File: src/rtl/yrc_pkg.sv
package yrc_pkg;

  localparam int REG_CTRL  = 0;
  localparam int REG_STAT  = 1;
  localparam int REG_FMT   = 2;
  localparam int REG_CNT   = 3;
  localparam int REG_COEF0 = 4;
  localparam int NUM_COEF  = 5;

  typedef enum logic [1:0] {
    PK_555  = 2'd0,
    PK_565  = 2'd1,
    PK_888  = 2'd2,
    PK_888B = 2'd3
  } pack_e;

  // video-range coefficient set, scaled by 1024
  function automatic logic [31:0] coef_default(input int idx);
    case (idx)
      0:       return 32'h4A8;
      1:       return 32'h662;
      2:       return 32'h191;
      3:       return 32'h341;
      default: return 32'h811;
    endcase
  endfunction

  function automatic logic [31:0] byte_merge(input logic [31:0] cur,
                                             input logic [31:0] nxt,
                                             input logic [3:0]  be);
    logic [31:0] m;
    for (int b = 0; b < 4; b++) m[b*8 +: 8] = {8{be[b]}};
    return (cur & ~m) | (nxt & m);
  endfunction

endpackage

File: src/rtl/yrc_regs.sv
module yrc_regs
  import yrc_pkg::*;
#(
  parameter int COEF_W = 12,
  parameter int CNT_W  = 24,
  parameter int ADDR_W = 4
) (
  input  logic                        clk,
  input  logic                        rst,
  input  logic                        we,
  input  logic [ADDR_W-1:0]           addr,
  input  logic [31:0]                 wdata,
  input  logic [3:0]                  be,
  input  logic                        out_fire,
  output logic [31:0]                 rd_data,
  output logic                        run_en,
  output logic                        soft_clr,
  output logic                        full_range,
  output pack_e                       out_fmt,
  output logic [NUM_COEF-1:0][COEF_W-1:0] coef,
  output logic                        end_flag
);

  localparam logic [ADDR_W-1:0] A_CTRL = ADDR_W'(REG_CTRL);
  localparam logic [ADDR_W-1:0] A_STAT = ADDR_W'(REG_STAT);
  localparam logic [ADDR_W-1:0] A_FMT  = ADDR_W'(REG_FMT);
  localparam logic [ADDR_W-1:0] A_CNT  = ADDR_W'(REG_CNT);

  logic [2:0]       in_fmt;
  logic [CNT_W-1:0] target;
  logic [CNT_W-1:0] done_cnt;
  logic [31:0]      fmt_word, cnt_word;
  logic [31:0]      m_fmt, m_cnt;
  logic [31:0]      m_coef [NUM_COEF];
  logic             wr_ctrl, wr_stat, wr_fmt, wr_cnt, hit;

  always_comb begin
    fmt_word = {14'b0, out_fmt, 11'b0, full_range, 1'b0, in_fmt};
    cnt_word = 32'(target);
    m_fmt    = byte_merge(fmt_word, wdata, be);
    m_cnt    = byte_merge(cnt_word, wdata, be);
    for (int i = 0; i < NUM_COEF; i++)
      m_coef[i] = byte_merge(32'(coef[i]), wdata, be);
    wr_ctrl  = we && (addr == A_CTRL);
    wr_stat  = we && (addr == A_STAT);
    wr_fmt   = we && (addr == A_FMT);
    wr_cnt   = we && (addr == A_CNT);
    soft_clr = wr_ctrl && be[0] && wdata[1];
    hit      = out_fire && (target != '0) && (done_cnt == target - 1'b1)
               && !soft_clr && !wr_cnt;
  end

  always_ff @(posedge clk) begin
    if (rst) begin
      run_en     <= 1'b0;
      in_fmt     <= 3'd6;
      full_range <= 1'b0;
      out_fmt    <= PK_565;
      target     <= '0;
      done_cnt   <= '0;
      end_flag   <= 1'b0;
      for (int i = 0; i < NUM_COEF; i++)
        coef[i] <= COEF_W'(coef_default(i));
    end else begin
      if (wr_ctrl && be[0]) run_en <= wdata[0];
      if (wr_fmt) begin
        in_fmt     <= m_fmt[2:0];
        full_range <= m_fmt[4];
        out_fmt    <= pack_e'(m_fmt[17:16]);
      end
      if (wr_cnt) target <= m_cnt[CNT_W-1:0];
      for (int i = 0; i < NUM_COEF; i++)
        if (we && (addr == ADDR_W'(REG_COEF0 + i)))
          coef[i] <= m_coef[i][COEF_W-1:0];

      if (soft_clr || wr_cnt)      done_cnt <= '0;
      else if (hit)                done_cnt <= '0;
      else if (out_fire)           done_cnt <= done_cnt + 1'b1;

      if (soft_clr)                            end_flag <= 1'b0;
      else if (hit)                            end_flag <= 1'b1;
      else if (wr_stat && be[0] && wdata[0])   end_flag <= 1'b0;
    end
  end

  always_ff @(posedge clk) begin
    if (rst) rd_data <= '0;
    else begin
      case (addr)
        A_CTRL:  rd_data <= {31'b0, run_en};
        A_STAT:  rd_data <= {31'b0, end_flag};
        A_FMT:   rd_data <= fmt_word;
        A_CNT:   rd_data <= cnt_word;
        default: begin
          rd_data <= '0;
          for (int i = 0; i < NUM_COEF; i++)
            if (addr == ADDR_W'(REG_COEF0 + i)) rd_data <= 32'(coef[i]);
        end
      endcase
    end
  end

endmodule

File: src/rtl/yrc_core.sv
module yrc_core #(
  parameter int PIX_W  = 8,
  parameter int COEF_W = 12,
  parameter int ACC_W  = 24,
  parameter int NCOEF  = 5
) (
  input  logic                          clk,
  input  logic                          rst,
  input  logic                          clr,
  input  logic                          adv,
  input  logic                          in_take,
  input  logic [PIX_W-1:0]              y,
  input  logic [PIX_W-1:0]              u,
  input  logic [PIX_W-1:0]              v,
  input  logic                          full_range,
  input  logic [NCOEF-1:0][COEF_W-1:0]  coef,
  output logic                          s2_valid,
  output logic signed [ACC_W-1:0]       acc_r,
  output logic signed [ACC_W-1:0]       acc_g,
  output logic signed [ACC_W-1:0]       acc_b
);

  localparam int YW     = PIX_W + 2;
  localparam int CW     = PIX_W + 1;
  localparam int CBIAS  = 1 << (PIX_W - 1);
  localparam int LOFF   = 1 << (PIX_W - 4);

  // stage 1: offset removal
  logic                 s1_valid;
  logic signed [YW-1:0] ys;
  logic signed [CW-1:0] us, vs;
  logic signed [YW-1:0] y_adj;
  logic signed [CW-1:0] u_adj, v_adj;

  always_comb begin
    y_adj = $signed({2'b00, y}) - (full_range ? YW'(0) : YW'(LOFF));
    u_adj = $signed({1'b0, u}) - CW'(CBIAS);
    v_adj = $signed({1'b0, v}) - CW'(CBIAS);
  end

  always_ff @(posedge clk) begin
    if (rst || clr) s1_valid <= 1'b0;
    else if (adv)   s1_valid <= in_take;
  end

  always_ff @(posedge clk) begin
    if (adv && in_take) begin
      ys <= y_adj;
      us <= u_adj;
      vs <= v_adj;
    end
  end

  // stage 2: products and sums
  logic signed [ACC_W-1:0] cx [NCOEF];
  logic signed [ACC_W-1:0] yx, ux, vx;
  logic signed [ACC_W-1:0] p_y, p_rv, p_gu, p_gv, p_bu;

  always_comb begin
    for (int i = 0; i < NCOEF; i++)
      cx[i] = {{(ACC_W-COEF_W){1'b0}}, coef[i]};
    yx   = {{(ACC_W-YW){ys[YW-1]}}, ys};
    ux   = {{(ACC_W-CW){us[CW-1]}}, us};
    vx   = {{(ACC_W-CW){vs[CW-1]}}, vs};
    p_y  = cx[0] * yx;
    p_rv = cx[1] * vx;
    p_gu = cx[2] * ux;
    p_gv = cx[3] * vx;
    p_bu = cx[4] * ux;
  end

  always_ff @(posedge clk) begin
    if (rst || clr) s2_valid <= 1'b0;
    else if (adv)   s2_valid <= s1_valid;
  end

  always_ff @(posedge clk) begin
    if (adv && s1_valid) begin
      acc_r <= p_y + p_rv;
      acc_g <= p_y - p_gu - p_gv;
      acc_b <= p_y + p_bu;
    end
  end

endmodule

File: src/rtl/yrc_pack.sv
module yrc_pack
  import yrc_pkg::*;
#(
  parameter int PIX_W = 8,
  parameter int ACC_W = 24,
  parameter int FRAC  = 10
) (
  input  logic                    clk,
  input  logic                    rst,
  input  logic                    clr,
  input  logic                    adv,
  input  logic                    s2_valid,
  input  pack_e                   fmt,
  input  logic signed [ACC_W-1:0] acc_r,
  input  logic signed [ACC_W-1:0] acc_g,
  input  logic signed [ACC_W-1:0] acc_b,
  output logic                    out_valid,
  output logic [3*PIX_W-1:0]      out_pix
);

  localparam int OUT_W = 3 * PIX_W;
  localparam int HALF  = 1 << (FRAC - 1);

  function automatic logic [PIX_W-1:0] sat(input logic signed [ACC_W-1:0] a);
    logic signed [ACC_W-1:0] t, sh;
    t  = a + $signed(ACC_W'(HALF));
    sh = t >>> FRAC;
    if (t[ACC_W-1])                return '0;
    else if (|sh[ACC_W-1:PIX_W])   return '1;
    else                           return sh[PIX_W-1:0];
  endfunction

  logic [PIX_W-1:0] r8, g8, b8;
  logic [OUT_W-1:0] packed_pix;

  always_comb begin
    r8 = sat(acc_r);
    g8 = sat(acc_g);
    b8 = sat(acc_b);
    case (fmt)
      PK_555:  packed_pix = {{(OUT_W-15){1'b0}},
                             r8[PIX_W-1 -: 5], g8[PIX_W-1 -: 5], b8[PIX_W-1 -: 5]};
      PK_565:  packed_pix = {{(OUT_W-16){1'b0}},
                             r8[PIX_W-1 -: 5], g8[PIX_W-1 -: 6], b8[PIX_W-1 -: 5]};
      default: packed_pix = {r8, g8, b8};
    endcase
  end

  always_ff @(posedge clk) begin
    if (rst || clr) out_valid <= 1'b0;
    else if (adv)   out_valid <= s2_valid;
  end

  always_ff @(posedge clk) begin
    if (rst)                  out_pix <= '0;
    else if (adv && s2_valid) out_pix <= packed_pix;
  end

endmodule

File: src/rtl/yuv_rgb_conv.sv
module yuv_rgb_conv
  import yrc_pkg::*;
#(
  parameter int PIX_W  = 8,
  parameter int COEF_W = 12,
  parameter int FRAC   = 10,
  parameter int CNT_W  = 24,
  parameter int ADDR_W = 4
) (
  input  logic               clk,
  input  logic               rst,
  input  logic               reg_we,
  input  logic [ADDR_W-1:0]  reg_addr,
  input  logic [31:0]        reg_wdata,
  input  logic [3:0]         reg_be,
  output logic [31:0]        reg_rdata,
  input  logic               in_valid,
  output logic               in_ready,
  input  logic [PIX_W-1:0]   in_y,
  input  logic [PIX_W-1:0]   in_u,
  input  logic [PIX_W-1:0]   in_v,
  output logic               out_valid,
  input  logic               out_ready,
  output logic [3*PIX_W-1:0] out_pix,
  output logic               end_flag
);

  localparam int ACC_W = COEF_W + PIX_W + 4;

  logic                             ctl_en, soft_clr, full_range, adv, in_take, out_fire;
  logic                             s2_vld;
  pack_e                            out_fmt;
  logic [NUM_COEF-1:0][COEF_W-1:0]  coef;
  logic signed [ACC_W-1:0]          acc_r, acc_g, acc_b;

  assign adv      = !(out_valid && !out_ready);
  assign in_ready = ctl_en && adv;
  assign in_take  = in_valid && in_ready;
  assign out_fire = out_valid && out_ready;

  yrc_regs #(.COEF_W(COEF_W), .CNT_W(CNT_W), .ADDR_W(ADDR_W)) u_regs (
    .clk(clk), .rst(rst), .we(reg_we), .addr(reg_addr), .wdata(reg_wdata),
    .be(reg_be), .out_fire(out_fire), .rd_data(reg_rdata), .run_en(ctl_en),
    .soft_clr(soft_clr), .full_range(full_range), .out_fmt(out_fmt),
    .coef(coef), .end_flag(end_flag)
  );

  yrc_core #(.PIX_W(PIX_W), .COEF_W(COEF_W), .ACC_W(ACC_W), .NCOEF(NUM_COEF)) u_core (
    .clk(clk), .rst(rst), .clr(soft_clr), .adv(adv), .in_take(in_take),
    .y(in_y), .u(in_u), .v(in_v), .full_range(full_range), .coef(coef),
    .s2_valid(s2_vld), .acc_r(acc_r), .acc_g(acc_g), .acc_b(acc_b)
  );

  yrc_pack #(.PIX_W(PIX_W), .ACC_W(ACC_W), .FRAC(FRAC)) u_pack (
    .clk(clk), .rst(rst), .clr(soft_clr), .adv(adv), .s2_valid(s2_vld),
    .fmt(out_fmt), .acc_r(acc_r), .acc_g(acc_g), .acc_b(acc_b),
    .out_valid(out_valid), .out_pix(out_pix)
  );

endmodule

File: config.mk
export PLATFORM = sky130hd
export DESIGN_NAME = yuv_rgb_conv
export DESIGN_NICKNAME = d
export VERILOG_FILES = /design/src/rtl/yrc_pkg.sv /design/src/rtl/yrc_regs.sv /design/src/rtl/yrc_core.sv /design/src/rtl/yrc_pack.sv /design/src/rtl/yuv_rgb_conv.sv
export SDC_FILE = /design/constraint.sdc
export NUM_CORES = 2
export LEC_CHECK = 0
export BUFFER_PORTS_ARGS = -buffer_cell sky130_fd_sc_hd__clkbuf_2
export CAP_MARGIN = 20
export CORE_UTILIZATION = 55
export CTS_BUF_LIST = sky130_fd_sc_hd__clkbuf_16
export DETAILED_ROUTE_END_ITERATION = 7
export PLACE_DENSITY = 0.76
export SYNTH_ARGS = -nofsm -noshare
export SYNTH_HDL_FRONTEND = slang
export SYNTH_SLANG_ARGS = --single-unit
export TNS_END_PERCENT = 30
File: constraint.sdc
create_clock -name clk -period 8.95 [get_ports clk]
set_input_delay 0 -clock clk [delete_from_list [all_inputs] [get_ports clk]]
set_output_delay 0 -clock clk [all_outputs]
set_load 0.02 [all_outputs]
==> summary.txt <==
Outcome
  • Status: finished clean

Final layout
  • Number of diodes: 0
  • Most frequent cells in the layout: inv_1, nand2_1, ha_1
  • Area Growth Syn to Fin: 8.722%
  • Net count, final: roughly 4500
  • Layout cells sized above 1: between 5 and 6%
  • Commonest non-fill, non-tap cell in the layout: inv_1
  • Fillers: 4869
  • Final core utilization: 61.02%

Timing
  • Worst Tran Pin Value: 1106 ps
  • Final Hold Fails: 0
  • Setup TNS: 0 ps
  • Hold Slack: 110.9 ps
  • Final Max Tran Viols: 0
  • Final setup vio count: 0
  • Crit path time final: roughly 8000 ps
  • Worst rel slew slack: 26.28%
  • Ratio of final minimum period to clock period: 89.59%
  • Max Clock Skew: between 30 and 40 ps
  • Max frequency: 124.7 MHz
  • RSZ-0062 raised after global routing: no

Routing
  • Residual DRC: 0
  • Vias per inst: 5.677
  • Final WL: between 80 and 90 mm
  • 1st-pass router iterations: 7
  • Post-route ant nets: 0
  • Wirelength per Cell: 18.44 µm
  • Via count: about 25000
  • Drt first-iter violations: approximately 2200

Worst setup path
  • Worst Path Required: ~9000 ps
  • CP Class: reg2reg
  • CP Capture Type: flop
  • Top delay family on crit path: adder cells
  • R2r setup slk: 930 ps
  • Crit-path max FO: 24
  • Crit path DAT: about 8300 ps
  • Crit-path most repeated cell: fa_1
  • Worst path max stage delay: 1010 ps
  • Slowest cell on crit path: edfxtp_1
  • Crit path buf inv count: 4
  • Worst Setup Start Kind: flop

Floorplanning
  • Num ports: 128
  • Die area: between 0.05 and 0.06 mm²
  • Core footprint: 0.05682 mm²
  • Starting Density: 56.12%
  • Die W: 242.8 µm
  • Chip height: 242.8 µm
  • # rows: 87

Logic synthesis
  • Cells after Synth: roughly 3600
  • Yosys warnings: 0
  • Largest cells by area after synthesis: fa_1, ha_1, dfxtp_1
  • Post-synth EDFFs: 71
  • Synth Flop Type: dfxtp_1
  • Sequential cell area fraction in the yosys report: 17.17%
  • Ys async rst share: 0%
  • #FFs+latches synth: 238
  • Yosys top cell area share: between 20% and 30%
  • Cell taking the most area after synthesis: fa_1
  • Mapped Area: 0.03189 mm²
  • Syn Area/Cell: ~8.8 µm²
  • Post-synthesis cell type count: 79

Clock tree
  • Worst-path clk slew: 60 ps
  • # clock sinks: about 240
  • CTS root buf: clkbuf_16
  • Clock latency on the worst-skew pair: 600 ps
  • Clock buffer count from CTS: 28
  • Htree depth: 1
  • Clock buffer depth: 3
  • CTS tree: done

Placement
  • PortBufs: 110
  • Gp weighted congestion: 0.9229
  • DP HPWL: between 60 and 70 mm

Power
  • Leak: between 0.015 and 0.02 µW
  • P per Cell Area: ~100 mW/mm²
  • Maximum VDD drop: approximately 0.17 mV

Global routing
  • First-pass GRT wire length: between 100 and 150 mm
  • Number of global-route vias before repair: between 20000 and 30000
  • Largest net degree at the start of global routing: 67
  • Grt total ovfl: 0
  • Overall routing resource usage: 28.29%
  • Initial antenna violation count: 1

Run
  • Max cap viols: 0

Hold path
  • Hold Path Class: in2reg
[cell type report]
| cell class | instances | area [µm²] | share of cell area (%) |
|---|---|---|---|
| Timing Repair Buffer | 224 | 1622 | 4.677 |
| Clock inverter | 21 | 181.4 | 0.5233 |
| Multi-Input combinational cell | 2712 | 23880 | 68.87 |
| Clock buffer | 28 | 700.7 | 2.021 |
| Tap cell | 756 | 945.9 | 2.728 |
| Inverter | 498 | 1869 | 5.391 |
| Sequential cell | 238 | 5475 | 15.79 |
[worst reg2reg max path: stages, from the launching register on]
cell and delay [ps]:
edfxtp_1 1010, nand2_1 200, fa_1 570, inv_1 50, fa_1 490, inv_1 50, fa_1 530, inv_1 50
fa_1 430, ha_1 290, ha_1 320, a21oi_1 210, nor2b_1 80, o21a_1 180, o41ai_1 310, buf_4 210
xnor2_1 200, fa_1 480, ha_1 330, a21o_1 180, a221o_1 340, a31oi_1 340, o211ai_1 200, a41oi_1 360
a21boi_0 170, xor2_1 170
[metrics by stage]
stage / area, µm² / cells / power, µW / worst slack, ps
after floorplan: 31920 / 3621 / 2120 / 1646
after global placement: 32920 / 4341 / 2372 / 1066
after detailed placement: 32930 / 4342 / 2390 / 1000
after CTS: 34660 / 4476 / 3529 / 952.0
after global routing: 34670 / 4477 / 3726 / 434.2
final: 34670 / 4477 / 3524 / 931.9
[synthesized netlist by cell type, drive strengths merged, types with 12 or more instances]
| library cell | n |
|---|---|
| nand2b | 48 |
| inv | 498 |
| ha | 390 |
| or2 | 13 |
| nor4 | 16 |
| a211oi | 18 |
| o21ai | 71 |
| clkbuf | 158 |
| a21o | 37 |
| nor2b | 73 |
| o211ai | 12 |
| xor2 | 65 |
| mux2i | 51 |
| edfxtp | 71 |
| xnor2 | 122 |
| fa | 384 |
| buf | 15 |
| and2 | 242 |
| nand2 | 466 |
| nor3 | 52 |
| nor2 | 199 |
| nand4 | 27 |
| a21oi | 135 |
| nand3 | 62 |
| a211o | 20 |
| dfxtp | 167 |
| o21a | 25 |
[worst paths after layout]
| kind | startpoint | to | cells past startpoint |
|---|---|---|---|
| setup / recovery | u_core.us[0] | u_core.acc_g[22] | 25 |
| hold / removal | in_u[4] | u_core.us[4] | 2 |
| setup reg to reg | u_core.us[0] | u_core.acc_g[22] | 25 |
| hold reg to reg | u_pack.out_pix[22] | u_pack.out_pix[22] | 2 |
[where the power goes]
part	switching, µW	internal [µW]	total (µW)	leakage (µW)
combinational	683	528	1210	0.0140
clock	492	626	1120	0.000468
sequential	15.7	1180	1190	0.00199
[layer usage]
layer / GRT usage [%] / vias to the layer above / routed length [µm]
met5: 0 / - / 0
met4: 12.60 / 0 / 3974
met3: 3.461 / 202 / 6451
met2: 46.67 / 986 / 38020
met1: 37.28 / 12350 / 34100
li1: - / 11880 / -
[timing repair]
action,4_1_cts,5_1_grt
hold endpoints to repair,132,0
resized for setup,0,0
buffers inserted,0,0
hold buffers,85,0
[cell families after synthesis]
family | share of synthesized area (%)
AO/OA/AOI/OAI | 8.914
XOR/XNOR | 5.136
adder cells (fa/ha/maj) | 39.41
buffers and inverters | 8.086
flip-flops | 17.17
multiplexers | 2.024
other | 0.01176
AND/OR/NAND/NOR | 19.25
Note: power is estimated with default switching activity, not from simulation.
